$ cat src/rtl/fcs_pkg.sv
package fcs_pkg;
   typedef enum logic {
      ORDER_LSB_FIRST = 1'b0,
      ORDER_MSB_FIRST = 1'b1
   } bit_order_e;
endpackage

$ cat src/rtl/fcs_byte_step.sv
// Folds one DATA_W-bit word into the CRC in one combinational pass.
module fcs_byte_step
   import fcs_pkg::*;
#(
   parameter int unsigned        CRC_W    = 32,
   parameter int unsigned        DATA_W   = 8,
   parameter logic [CRC_W-1:0]   POLY_INT = 32'hEDB88320,
   parameter bit_order_e         ORDER    = ORDER_LSB_FIRST
) (
   input  logic [CRC_W-1:0]  crc_in,
   input  logic [DATA_W-1:0] data_in,
   output logic [CRC_W-1:0]  crc_out
);
   logic [CRC_W-1:0] chain [DATA_W+1];

   assign chain[0] = crc_in;

   for (genvar i = 0; i < DATA_W; i++) begin : g_bit
      if (ORDER == ORDER_LSB_FIRST) begin : g_refl
         logic fb;
         assign fb           = chain[i][0] ^ data_in[i];
         assign chain[i+1]   = (chain[i] >> 1) ^ (fb ? POLY_INT : '0);
      end else begin : g_norm
         logic fb;
         assign fb           = chain[i][CRC_W-1] ^ data_in[DATA_W-1-i];
         assign chain[i+1]   = (chain[i] << 1) ^ (fb ? POLY_INT : '0);
      end
   end

   assign crc_out = chain[DATA_W];
endmodule

$ cat config.mk
export PLATFORM = sky130hd
export DESIGN_NAME = fcs_byte_step
export DESIGN_NICKNAME = d
export VERILOG_FILES = /design/src/rtl/fcs_pkg.sv /design/src/rtl/fcs_byte_step.sv
export SDC_FILE = /design/constraint.sdc
export NUM_CORES = 1
export LEC_CHECK = 0
export ABC_AREA = 1
export BUFFER_PORTS_ARGS = -buffer_cell sky130_fd_sc_hd__buf_2
export CORE_MARGIN = 1.5
export CORE_UTILIZATION = 47
export DETAILED_ROUTE_END_ITERATION = 7
export PLACE_DENSITY_LB_ADDON = 0.15
export SYNTH_ARGS = -nofsm -noshare
export SYNTH_HDL_FRONTEND = slang
export SYNTH_SLANG_ARGS = --single-unit
$ cat constraint.sdc
create_clock -name vclk -period 1.7
set_input_delay 0.34 -clock vclk [all_inputs]
set_output_delay 0.34 -clock vclk [all_outputs]
set_load 0.01 [all_outputs]
==> reports/metrics.cfg, run 1 <==
[placed_design]
place.detailed.hpwl_mm = 2.670
dpl.cell_count = 345
gp_congestion = 0.7629
numPortBuffers = 72

[timing]
endpoint_type = top-level output
crit_endpoint = crc_out[24]

[status]
status = did not finish
lastStage = 5_1_grt
stop_error = [ERROR DPL-0038] Utilization greater than 100%, impossible to legalize

[floorplanning]
start_util_pct = 50.79
die_h_um = 55.21
pin_count = 72
rows = 18
die_x_um = 55.21

[logic_synthesis]
synth_area_mm2 = 0.001281
ys_types = 17
syn_inst = 214
syn-num-nets = 254
synth_seq_area_share_pct = 0
yosysWarnings = 0
syn_area_per_cell_um2 = 5.987

[global_routing]
grt_max_degree = 9

[clock_tree]
post_cts_buffers = 0

cells by family after synthesis:
| logic type | after synthesis | share of synthesized area (%) |
|---|---|---|
| xor gates and xnor gates | 46 | 35.25 |
| buffers and inverters | 34 | 10.84 |
| and+or+nand+nor | 134 | 53.91 |
Yosys cell counts:
cell type,n,area share [%]
xor2_1,31,21
nand3_2,3,2.3
nand2_1,87,25
inv_1,29,8.5
nand2_4,13,11
inv_4,3,1.5
xnor2_2,2,2.5
nand3_1,14,5.5
xor2_2,2,2.5
nand2_8,1,1.6
or2_4,1,0.68
xor2_4,1,2.1
nand2_2,13,6.3
inv_2,1,0.29
xnor2_1,10,6.8
buf_4,1,0.59
nor2_1,2,0.59
repair_timing:
action | 4_1_cts
setup endpoints to repair | 17
resized for setup | 66
hold buffers | 0
cloned | 0
pin swaps | 32
stage by stage:
step	setup slack [ns]	hold slack (ns)	area (um2)	setup TNS [ns]
global placement	-0.06120	0.9430	1897	-0.3750
detailed placement	-0.05980	0.9464	1897	-0.5175
CTS	-0.01270	0.9464	2153	-0.02162
floorplan	0.1442	0.7601	1281	0
==> run 2, diff against run 1 <==
--- a/config.mk
+++ b/config.mk
@@ -7,9 +7,9 @@
 export LEC_CHECK = 0
 export ABC_AREA = 1
 export BUFFER_PORTS_ARGS = -buffer_cell sky130_fd_sc_hd__buf_2
-export CORE_MARGIN = 1.5
-export CORE_UTILIZATION = 47
+export CORE_AREA = 2 2 63 65
 export DETAILED_ROUTE_END_ITERATION = 7
+export DIE_AREA = 0 0 65 67
 export PLACE_DENSITY_LB_ADDON = 0.15
 export SYNTH_ARGS = -nofsm -noshare
 export SYNTH_HDL_FRONTEND = slang
==> run 2 against run 1 <==
  * The flow now finishes, with violations (negative setup slack)
  * Area after synthesis is the same
  * Synthesized cell count is the same
==> reports/metrics.cfg, run 2 <==
[logic_synthesis]
synth_area_mm2 = 0.001281  ; unchanged
ys_types = 17  ; unchanged
syn-num-nets = 254  ; unchanged
yosysWarnings = 0  ; unchanged
synth.most_common_cell = nand2_1  ; unchanged
synth_top_area_share_pct = 25.49  ; unchanged
yosys-top-cells-count = nand2_1, xor2_1, inv_1, nand3_1  ; unchanged
syn_inst = 214  ; unchanged
syn_area_per_cell_um2 = 5.987  ; unchanged
yosysTopAreaCell = nand2_1  ; unchanged
synth_seq_area_share_pct = 0  ; unchanged
synth_area_leaders = nand2_1, xor2_1, nand2_4  ; unchanged

[pwr]
p_leak_uw = 0.001501
ir_worst_vdd_mv = 0.2565
p_comb_share_pct = 100.0
power.density_mw_per_mm2 = 483.8
p_sw_uw = 709.6
p_seq_share_pct = 0
internal_power_uw = 616.1
switching_share_pct = 53.53
total_power_uw = 1326
clkPwrFrac_pct = 0

[routing]
drt_iter0_drc = 27
finalWirelength_mm = 4.322
firstDrtPassIters = 4
routedWlPerCell_um = 11.68
antenna_left = 0
drc = 0
vias = 1661
vias_per_cell = 4.489

[critical_path]
cpMaxStageDelayCell = or2_4
cp_cell_sequence = buf_6 -> or2_4 -> nand2_8 -> inv_8 -> xor2_4 -> xor2_1 -> buf_2
worst-path-max-fanout = 5
worst-path-buf-inv = 3
path_delay_family = XOR/XNOR gates
crit_path_max_incr_delay_ns = 0.26
critPathLaunchType = primary input
cp.required_ns = 1.36
crit_type = primary input to primary output
crit_arrival_ns = 1.45
end_kind = primary output

[timing]
slew_viol_final = 0
hold_viol = 0
hold_ws_ns = 0.9469
fin_ws_ns = -0.09398
rsz0062_at_grt = true
fin_crit_sh_pct = 105.5
tightest_slew_ns = 0.2847
finalSetupTns_ns = -0.3598
fmax_mhz = 557.4
finalCriticalPeriod_ns = 1.794
finalSetupViolCount = 10
relSlewSlack_pct = 81.02

[floorplanning]
floorplan.die_area_mm2 = 0.004355
core_area_mm2 = 0.003606
die_h_um = 67  ; was 55.21 um
rows = 22  ; was 18
start_util_pct = 35.53  ; was 50.79%
die_x_um = 65  ; was 55.21 um
pin_count = 72  ; unchanged

[global_routing]
overflow = 0
grt_usage_pct = 17.89
antenna_found_initial = 0
grt_pass1_vias = 1522
grt_pass1_wl_mm = 6.285
grt_max_degree = 9

[min_path]
min_from = crc_in[19]
holdPathStages = 3
hold_path_class = primary input to primary output
holdPathEnd = crc_out[11]

[finish]
area_growth_pct = 113.9
n_sequential_cell = 0
fill_cells = 262
nNetsFinal = 364
layout-drive-gt1-share_pct = 68.32
clock_buffers = 0
final_cell_mix = buf_2, nand2_1, nand2_4
utilization_pct = 75.99
diodes = 0
final_common_cell = buf_2
regArea_um2 = 0

[placed_design]
numPortBuffers = 72  ; unchanged
place.detailed.hpwl_mm = 2.855  ; was 2.670 mm
gp_congestion = 0.7903  ; was 0.7629
pre_cts_slack_ns = -0.1356  ; was -0.05980 ns

[status]
violations = negative setup slack
status = finished with violations  ; was did not finish

[run]
max-cap-violations = 0

[clock_tree]
holdBufCountCts = 0  ; unchanged

## run 2: cell counts after synthesis
Identical to the previous run, type by type.
## run 2: repair_timing
| item | 4_1_cts | 5_1_grt |
|---|---|---|
| hold endpoints to repair | 0 | 0 |
| gates resized for setup | 78 | 106 |
| pin swaps | 41 | 55 |
| endpoints found under the setup margin | 20 | 25 |
| setup buffers | 5 | 6 |
## run 2: through the flow
stage,instances,instance area [um2]
CTS,364,2256
global placement,359,1889
floorplan,214,1281
finish,370,2740
global route,370,2740
detailed placement,359,1889
## run 2: how the worst max path moves through the flow
stage | startpoint | end | slack [ns] | cells past startpoint
floorplan | data_in[5] | crc_out[19] | 0.14 | 8
detailed placement | crc_in[1] | crc_out[27] | -0.14 | 9
global placement | crc_in[1] | crc_out[27] | -0.12 | 9
global route | crc_in[4] | crc_out[18] | -0.12 | 12
finish | crc_in[5] | crc_out[27] | -0.09 | 7
CTS | crc_in[5] | crc_out[27] | -0.05 | 7
## run 2: cell type report
| class | instances | area [um2] | area share [%] |
|---|---|---|---|
| inverter | 33 | 181.4 | 6.621 |
| multi-input combinational | 180 | 1699 | 62.01 |
| tap | 48 | 60.06 | 2.192 |
| timing repair buffer | 109 | 799.5 | 29.18 |
## run 2: cell families after synthesis
family / count (synthesis) / synth area share (%)
buffers and inverters: 34 / 10.84
and+or+nand+nor: 134 / 53.91
xor gates and xnor gates: 46 / 35.25
## run 2: power groups by stage
stage | Combinational (uW) | Clock [uW] | Sequential, uW
5_1_grt | 1430 | 0 | 0
3_5_place_dp | 976 | 0 | 0
3_3_place_gp | 969 | 0 | 0
4_1_cts | 1130 | 0 | 0
6_report | 1330 | 0 | 0
2_1_floorplan | 598 | 0 | 0
## run 2: per-layer routing
| layer | track usage (%) | routed length (um) | share of wire, % | vias up |
|---|---|---|---|---|
| met1 | 21.62 | 1627 | 38 | 765 |
| met3 | 0.8446 | 166 | 3.8 | 6 |
| met2 | 35.18 | 2472 | 57 | 41 |
| li1 | - | - | - | 849 |
| met5 | 0 | 0 | 0 | - |
| met4 | 2.660 | 55 | 1.3 | 0 |
No activity file was read; power rests on OpenSTA's default activity.
